--- src/rtl/wiper_pkg.sv ---
package wiper_pkg;

  typedef enum logic [2:0] {
    PH_IDLE,
    PH_ID,
    PH_ADDR,
    PH_DATA,
    PH_READ,
    PH_SKIP
  } phase_e;

  // identification byte: code in [7:3], strap in [2:1], direction in [0]
  function automatic logic id_matches(input logic [7:0] b,
                                      input logic [4:0] code,
                                      input logic [1:0] strap);
    return (b[7:3] == code) && (b[2:1] == strap);
  endfunction

  function automatic logic addr_in_range(input logic [7:0] b,
                                         input int unsigned count);
    return {24'd0, b} < count;
  endfunction

endpackage

--- src/rtl/line_filter.sv ---
module line_filter #(
  parameter int FILT_LEN = 4
) (
  input  logic clk,
  input  logic rst_n,
  input  logic raw,
  output logic clean
);
  localparam int CW = $clog2(FILT_LEN + 1);

  logic          s1, s2;
  logic [CW-1:0] cnt;

  always_ff @(posedge clk or negedge rst_n) begin
    if (!rst_n) begin
      s1    <= 1'b1;
      s2    <= 1'b1;
      clean <= 1'b1;
      cnt   <= '0;
    end else begin
      s1 <= raw;
      s2 <= s1;
      if (s2 == clean) begin
        cnt <= '0;
      end else if (cnt == CW'(FILT_LEN - 1)) begin
        clean <= s2;
        cnt   <= '0;
      end else begin
        cnt <= cnt + 1'b1;
      end
    end
  end

  AST_FILTER_FOLLOWS_SYNC: assert property (@(posedge clk) disable iff (!rst_n)
    (clean != $past(clean)) |-> (clean == $past(s2)));

endmodule

--- src/rtl/bus_events.sv ---
module bus_events (
  input  logic clk,
  input  logic rst_n,
  input  logic scl,
  input  logic sda,
  output logic scl_rise,
  output logic scl_fall,
  output logic start_evt,
  output logic stop_evt
);
  logic scl_q, sda_q;

  always_ff @(posedge clk or negedge rst_n) begin
    if (!rst_n) begin
      scl_q <= 1'b1;
      sda_q <= 1'b1;
    end else begin
      scl_q <= scl;
      sda_q <= sda;
    end
  end

  assign scl_rise  = scl && !scl_q;
  assign scl_fall  = !scl && scl_q;
  assign start_evt = scl && scl_q && sda_q && !sda;
  assign stop_evt  = scl && scl_q && !sda_q && sda;

endmodule

--- src/rtl/wiper_bank.sv ---
module wiper_bank #(
  parameter int          NUM        = 4,
  parameter int          W          = 8,
  parameter logic [7:0]  RESET_CODE = 8'h80,
  localparam int         IW         = (NUM > 1) ? $clog2(NUM) : 1
) (
  input  logic              clk,
  input  logic              rst_n,
  input  logic              we,
  input  logic [IW-1:0]     idx,
  input  logic [W-1:0]      wdata,
  output logic [NUM*W-1:0]  codes
);
  logic [W-1:0] regs [NUM];

  for (genvar g = 0; g < NUM; g++) begin : g_reg
    always_ff @(posedge clk or negedge rst_n) begin
      if (!rst_n) begin
        regs[g] <= W'(RESET_CODE);
      end else if (we && (idx == IW'(g))) begin
        regs[g] <= wdata;
      end
    end
    assign codes[g*W +: W] = regs[g];
  end

  AST_HOLD_WITHOUT_COMMIT: assert property (@(posedge clk) disable iff (!rst_n)
    !we |=> $stable(codes));

endmodule

--- src/rtl/wiper_serial_slave.sv ---
module wiper_serial_slave
  import wiper_pkg::*;
#(
  parameter int         NUM_WIPERS = 4,
  parameter logic [4:0] DEV_CODE   = 5'b10100,
  parameter int         FILT_LEN   = 4,
  parameter logic [7:0] RESET_CODE = 8'h80,
  localparam int        BYTE_W     = 8,
  localparam int        IW         = (NUM_WIPERS > 1) ? $clog2(NUM_WIPERS) : 1
) (
  input  logic                         clk,
  input  logic                         rst_n,
  input  logic                         scl_i,
  input  logic                         sda_i,
  input  logic [1:0]                   strap_i,
  output logic                         sda_pull_o,
  output logic [NUM_WIPERS*BYTE_W-1:0] wiper_o
);

  function automatic logic [BYTE_W-1:0] pick(input logic [NUM_WIPERS*BYTE_W-1:0] v,
                                             input logic [IW-1:0] i);
    return v[i*BYTE_W +: BYTE_W];
  endfunction

  // ---- line conditioning ----
  logic [1:0] raw_lines, clean_lines;
  logic       scl_f, sda_f;
  assign raw_lines = {scl_i, sda_i};

  for (genvar g = 0; g < 2; g++) begin : g_filt
    line_filter #(.FILT_LEN(FILT_LEN)) u_filt (
      .clk   (clk),
      .rst_n (rst_n),
      .raw   (raw_lines[g]),
      .clean (clean_lines[g])
    );
  end
  assign scl_f = clean_lines[1];
  assign sda_f = clean_lines[0];

  logic scl_rise, scl_fall, start_evt, stop_evt;
  bus_events u_evt (
    .clk       (clk),
    .rst_n     (rst_n),
    .scl       (scl_f),
    .sda       (sda_f),
    .scl_rise  (scl_rise),
    .scl_fall  (scl_fall),
    .start_evt (start_evt),
    .stop_evt  (stop_evt)
  );

  // ---- protocol sequencer ----
  phase_e            phase;
  logic [3:0]        bitn;
  logic              in_ack;
  logic [BYTE_W-1:0] shreg;
  logic [IW-1:0]     ptr;
  logic              ptr_ok;
  logic              master_nak;
  logic              sda_pull;

  logic rx_phase, byte_done, accept, wr_commit;
  logic [BYTE_W-1:0] sel_code;

  assign sel_code  = pick(wiper_o, ptr);
  assign rx_phase  = (phase == PH_ID) || (phase == PH_ADDR) || (phase == PH_DATA);
  assign byte_done = rx_phase && scl_fall && !in_ack && (bitn == 4'd8);
  assign wr_commit = (phase == PH_DATA) && scl_fall && in_ack && sda_pull;

  always_comb begin
    unique case (phase)
      PH_ID:   accept = id_matches(shreg, DEV_CODE, strap_i) && (!shreg[0] || ptr_ok);
      PH_ADDR: accept = addr_in_range(shreg, NUM_WIPERS);
      PH_DATA: accept = 1'b1;
      default: accept = 1'b0;
    endcase
  end

  always_ff @(posedge clk or negedge rst_n) begin
    if (!rst_n) begin
      phase      <= PH_IDLE;
      bitn       <= '0;
      in_ack     <= 1'b0;
      shreg      <= '0;
      ptr        <= '0;
      ptr_ok     <= 1'b0;
      master_nak <= 1'b0;
      sda_pull   <= 1'b0;
    end else if (stop_evt) begin
      phase    <= PH_IDLE;
      bitn     <= '0;
      in_ack   <= 1'b0;
      ptr_ok   <= 1'b0;
      sda_pull <= 1'b0;
    end else if (start_evt) begin
      phase    <= PH_ID;
      bitn     <= '0;
      in_ack   <= 1'b0;
      sda_pull <= 1'b0;
    end else if (scl_rise) begin
      if (rx_phase && !in_ack && (bitn < 4'd8)) begin
        shreg <= {shreg[BYTE_W-2:0], sda_f};
        bitn  <= bitn + 4'd1;
      end else if ((phase == PH_READ) && (bitn == 4'd8)) begin
        master_nak <= sda_f;
      end
    end else if (scl_fall) begin
      if (byte_done) begin
        in_ack   <= 1'b1;
        sda_pull <= accept;
      end else if (rx_phase && in_ack) begin
        in_ack   <= 1'b0;
        bitn     <= '0;
        sda_pull <= 1'b0;
        if (!sda_pull) begin
          phase <= PH_SKIP;
        end else begin
          unique case (phase)
            PH_ID: begin
              if (shreg[0]) begin
                phase    <= PH_READ;
                shreg    <= sel_code;
                sda_pull <= ~sel_code[BYTE_W-1];
              end else begin
                phase  <= PH_ADDR;
                ptr_ok <= 1'b0;
              end
            end
            PH_ADDR: begin
              phase  <= PH_DATA;
              ptr    <= shreg[IW-1:0];
              ptr_ok <= 1'b1;
            end
            default: phase <= PH_SKIP;
          endcase
        end
      end else if (phase == PH_READ) begin
        if (bitn < 4'd7) begin
          shreg    <= {shreg[BYTE_W-2:0], 1'b0};
          sda_pull <= ~shreg[BYTE_W-2];
          bitn     <= bitn + 4'd1;
        end else if (bitn == 4'd7) begin
          sda_pull <= 1'b0;
          bitn     <= 4'd8;
        end else if (master_nak) begin
          phase    <= PH_SKIP;
          sda_pull <= 1'b0;
        end else begin
          shreg    <= sel_code;
          sda_pull <= ~sel_code[BYTE_W-1];
          bitn     <= '0;
        end
      end
    end
  end

  assign sda_pull_o = sda_pull;

  // ---- register storage ----
  wiper_bank #(.NUM(NUM_WIPERS), .W(BYTE_W), .RESET_CODE(RESET_CODE)) u_bank (
    .clk   (clk),
    .rst_n (rst_n),
    .we    (wr_commit),
    .idx   (ptr),
    .wdata (shreg),
    .codes (wiper_o)
  );

  // ---- assertions ----
  AST_RELEASED_WHEN_IDLE: assert property (@(posedge clk) disable iff (!rst_n)
    ((phase == PH_IDLE) || (phase == PH_SKIP)) |-> !sda_pull);

  AST_DATA_ALWAYS_ACKED: assert property (@(posedge clk) disable iff (!rst_n)
    (byte_done && (phase == PH_DATA)) |=> sda_pull);

  AST_COMMIT_NEEDS_POINTER: assert property (@(posedge clk) disable iff (!rst_n)
    wr_commit |-> ptr_ok);

  AST_ID_MISMATCH_NACK: assert property (@(posedge clk) disable iff (!rst_n)
    (byte_done && (phase == PH_ID) && !id_matches(shreg, DEV_CODE, strap_i)) |=> !sda_pull);

  AST_ADDR_RANGE_NACK: assert property (@(posedge clk) disable iff (!rst_n)
    (byte_done && (phase == PH_ADDR) && !addr_in_range(shreg, NUM_WIPERS)) |=> !sda_pull);

  AST_READ_NEEDS_POINTER: assert property (@(posedge clk) disable iff (!rst_n)
    (byte_done && (phase == PH_ID) && shreg[0] && !ptr_ok) |=> !sda_pull);

  AST_DRIVE_MOVES_SCL_LOW: assert property (@(posedge clk) disable iff (!rst_n)
    (sda_pull != $past(sda_pull)) |-> (!scl_f || $past(stop_evt) || $past(start_evt)));

endmodule

--- config.mk ---
export PLATFORM = sky130hd
export DESIGN_NAME = wiper_serial_slave
export DESIGN_NICKNAME = d
export VERILOG_FILES = /design/src/rtl/wiper_pkg.sv /design/src/rtl/line_filter.sv /design/src/rtl/bus_events.sv /design/src/rtl/wiper_bank.sv /design/src/rtl/wiper_serial_slave.sv
export SDC_FILE = /design/constraint.sdc
export NUM_CORES = 1
export LEC_CHECK = 0
export BUFFER_PORTS_ARGS = -buffer_cell sky130_fd_sc_hd__buf_2
export CORE_MARGIN = 5
export CORE_UTILIZATION = 55
export CTS_BUF_LIST = sky130_fd_sc_hd__clkbuf_4
export CTS_CLUSTER_SIZE = 20
export DETAILED_ROUTE_END_ITERATION = 10
export GPL_ROUTABILITY_DRIVEN = 0
export HOLD_SLACK_MARGIN = 0.06
export PLACE_DENSITY = 0.88
export REMOVE_ABC_BUFFERS = 1
export SLEW_MARGIN = 20
export SYNTH_ARGS = -nofsm -noshare
export SYNTH_HDL_FRONTEND = slang
export SYNTH_HIERARCHICAL = 1
export SYNTH_SLANG_ARGS = --single-unit
--- constraint.sdc ---
create_clock -name clk -period 2.1 [get_ports clk]
set_input_delay 0.105 -clock clk [delete_from_list [all_inputs] [get_ports clk]]
set_output_delay 0.105 -clock clk [all_outputs]
set_load 0.02 [all_outputs]
==> qor.csv <==
metric;value;unit
outcome;completed;
Via density;6.32;
Max Slew Vio Count;0;
CP required;2.41;ns
Arr. time, crit path;2.38;ns
largest net degree at the start of global routing;38;
setup_tns;0;ns
num rows;28;
Power Density;980;mW/mm²
Synth area leader;dfrtp_1;
FFs w/ async S/R, synth;100;%
vias in the first global route;2518;
initial DRC count;410;
drt drc;0;
total track usage;21.9;%
CP max FO;4;
R2R Path End;ptr_ok;
HPWL Detailed;5650;µm
max cap viols;0;
Num CTS Buffers;9;
crit path capture type;register;
post-route ant nets;0;
Die Ht;88.8;µm
clock skew;0.0155;ns
IO Pins;39;
CTS tree;done;
Clock Sink Count;67;
Layout Area Growth over Synthesis;19.4;%
cells on worst reg2reg path;7;
initial antenna violation count;0;
Final #Nets;337;
CORE AREA;0.00599;mm²
CTS root buf;clkbuf_4;
H-Tree Depth;3;
Diodes inserted;0;
Bufs on Longest Clock Path;2;
Max rail drop VDD;0.674;mV
final wirelength;8250;µm
Post-synth EDFFs;0;
Least-Margin Pin Slew;0.777;ns
WL/cell;20.3;µm
Final period util;98.6;%
remaining global-route overflow;0;
fin util;68.0;%
IO buf count;38;
Final min period;2.07;ns
CP Launch Type;register;
via count;2566;
R2R setup slack;0.03;ns
Die X;88.8;µm
Synth cell types;56;
sequential-to-total area share from yosys stat;49.6;%
Filler cells;425;
post-synthesis register bit count;67;
initial core utilization;57.0;%
Final Hold Viols;0;
Tightest Hold Check Type;input port to asynchronous set/reset pin;
layout cells sized above 1;47.7;%
Total Die Area;0.00788;mm²
post-synth top area share;40.3;%
synth warn;6;
syn_area_per_cell;12.9;µm²
f_max;483;MHz
Max-slew headroom;48.2;%
clock latency on the worst-skew pair;0.43;ns
Worst-path clk slew;0.12;ns
first-pass GRT wire length;12900;µm
Synth area leaders;dfrtp_1 (40%), mux2_2 (13%), dfstp_2 (9.2%), mux4_2 (5.3%), mux2_4 (3.1%);
Final setup viols;0;
synthesized area;0.00341;mm²
CP Class;register to register;
Primary FF master, synth;dfrtp_1;
Reg-to-Reg Start;u_evt/scl_q;
drt pass-1 iters;8;
P_leak;2.00;nW
Gate Count Post-Synth;264;
## Yosys cell counts (2+ instances only)
cell type	count
nand2_1	8
o21ai_1	2
buf_2	4
nand3b_1	3
nor2_1	11
and4b_1	3
o32ai_1	2
nor4_1	2
nor3_1	6
nand3b_2	2
a31oi_1	3
nor2b_4	2
o211ai_1	2
nor2b_1	6
nand3_1	5
a22o_1	7
clkbuf_1	3
nand4b_1	2
or3_1	2
dfrtp_1	55
nor3b_1	5
dfstp_2	12
a21oi_1	9
xnor2_1	4
nor4b_1	2
mux2_4	7
o22ai_1	4
nand2b_4	2
mux4_2	8
o31ai_1	2
o21ai_0	8
a32oi_1	2
ha_1	4
inv_1	6
mux2_2	38
## cells in the final DEF, fill, tap and decap left out, drive strengths merged, types with 3 or more instances in the layout
master / count
a32oi: 3
nand2b: 3
dlygate4sd3: 3
and4b: 3
clkbuf: 9
nor2b: 8
nor3: 6
mux4: 8
o21ai: 10
nand3b: 5
a31oi: 3
ha: 4
nor2: 11
a21oi: 9
dfstp: 12
o22ai: 4
inv: 7
nand2: 8
a22o: 7
nor3b: 6
xnor2: 4
mux2: 45
nand3: 6
dfrtp: 55
buf: 58
## routing by layer
metal | track usage, % | up-vias | share of wire, %
met5 | 0 | - | 0
met4 | 8.10 | 0 | 2.4
met3 | 5.59 | 28 | 8.1
met2 | 32.7 | 131 | 48
met1 | 30.9 | 1270 | 42
li1 | - | 1137 | -
## final cells by class
cell class / count / area [µm²] / share of cell area, %
repair buffers: 61 / 408 / 10.0
flip-flops and latches: 67 / 1690 / 41.6
multi-input cells: 182 / 1700 / 41.7
inverters: 6 / 22.5 / 0.552
clock buffers: 9 / 67.6 / 1.66
well taps: 75 / 93.8 / 2.30
clock inverters: 6 / 88.8 / 2.18
## sequential cells by signal, indices dropped and copies added (netlist names)
name	count
shreg	8
ptr_ok	1
g_filt.u_filt/clean	2
sda_pull_o	1
g_filt.u_filt/s2	2
in_ack	1
master_nak	1
u_bank/codes	32
bitn	4
g_filt.u_filt/s1	2
ptr	2
phase	3
u_evt/sda_q	1
u_evt/scl_q	1
g_filt.u_filt/cnt	6
## critical path, cell delays in order, from the launching register on
cell and delay (ns):
dfstp_2 0.56, nor2b_2 0.27, buf_4 0.17, nor2b_2 0.21, o2111ai_1 0.20, nor2_1 0.20, mux2i_1 0.27, nor2_1 0.08
## metrics by stage
stage	setup WS [ns]	std cells	hold slack (ns)	total power [W]	cell area, µm²
2_1_floorplan	-0.354	255	-0.191	0.00254	3370
3_3_place_gp	0.0822	387	0.180	0.00289	3830
3_5_place_dp	-0.0477	387	0.199	0.00297	3830
4_1_cts	0.0470	405	0.268	0.00394	4030
5_1_grt	-0.0410	406	0.314	0.00420	4080
6_report	0.0292	406	0.262	0.00400	4080
## what timing repair did
item	in CTS	in global routing
resized for setup	2	9
setup endpoints to repair	9	30
gates cloned	0	0
setup buffers	0	1
pin swaps	0	0
hold buffers	3	0
endpoints found under the hold margin	29	0
## power by group
group	internal [W]	total (W)	switching (W)
clock	0.000478	0.000962	0.000483
sequential	0.00150	0.00175	0.000254
combinational	0.000669	0.00128	0.000611
## logic make-up (layout without fill, tap and decap cells)
family / Yosys count / after routing / synth area share, %
muxes: 54 / 54 / 21.2
AOI/OAI and AO/OA: 50 / 50 / 10.8
DFF: 67 / 67 / 49.6
xor gates and xnor gates: 4 / 4 / 1.03
adders and majority gates: 4 / 4 / 1.47
and+or+nand+nor: 70 / 70 / 13.9
buffers and inverters: 15 / 82 / 2.05
## worst max-delay path by stage
stage / startpoint / depth (start not counted) / endpoint / slack (ns)
finish: u_evt/scl_q / 7 / ptr_ok / 0.03
global route: phase[0] / 5 / bitn[2] / -0.04
CTS: u_evt/scl_q / 6 / u_bank/codes[12] / 0.05
detailed placement: u_evt/scl_q / 6 / u_bank/codes[12] / -0.05
global placement: u_evt/scl_q / 7 / ptr_ok / 0.08
floorplan: g_filt[1].u_filt/clean / 6 / shreg[1] / -0.35
Power figures use the tool's default switching activity.
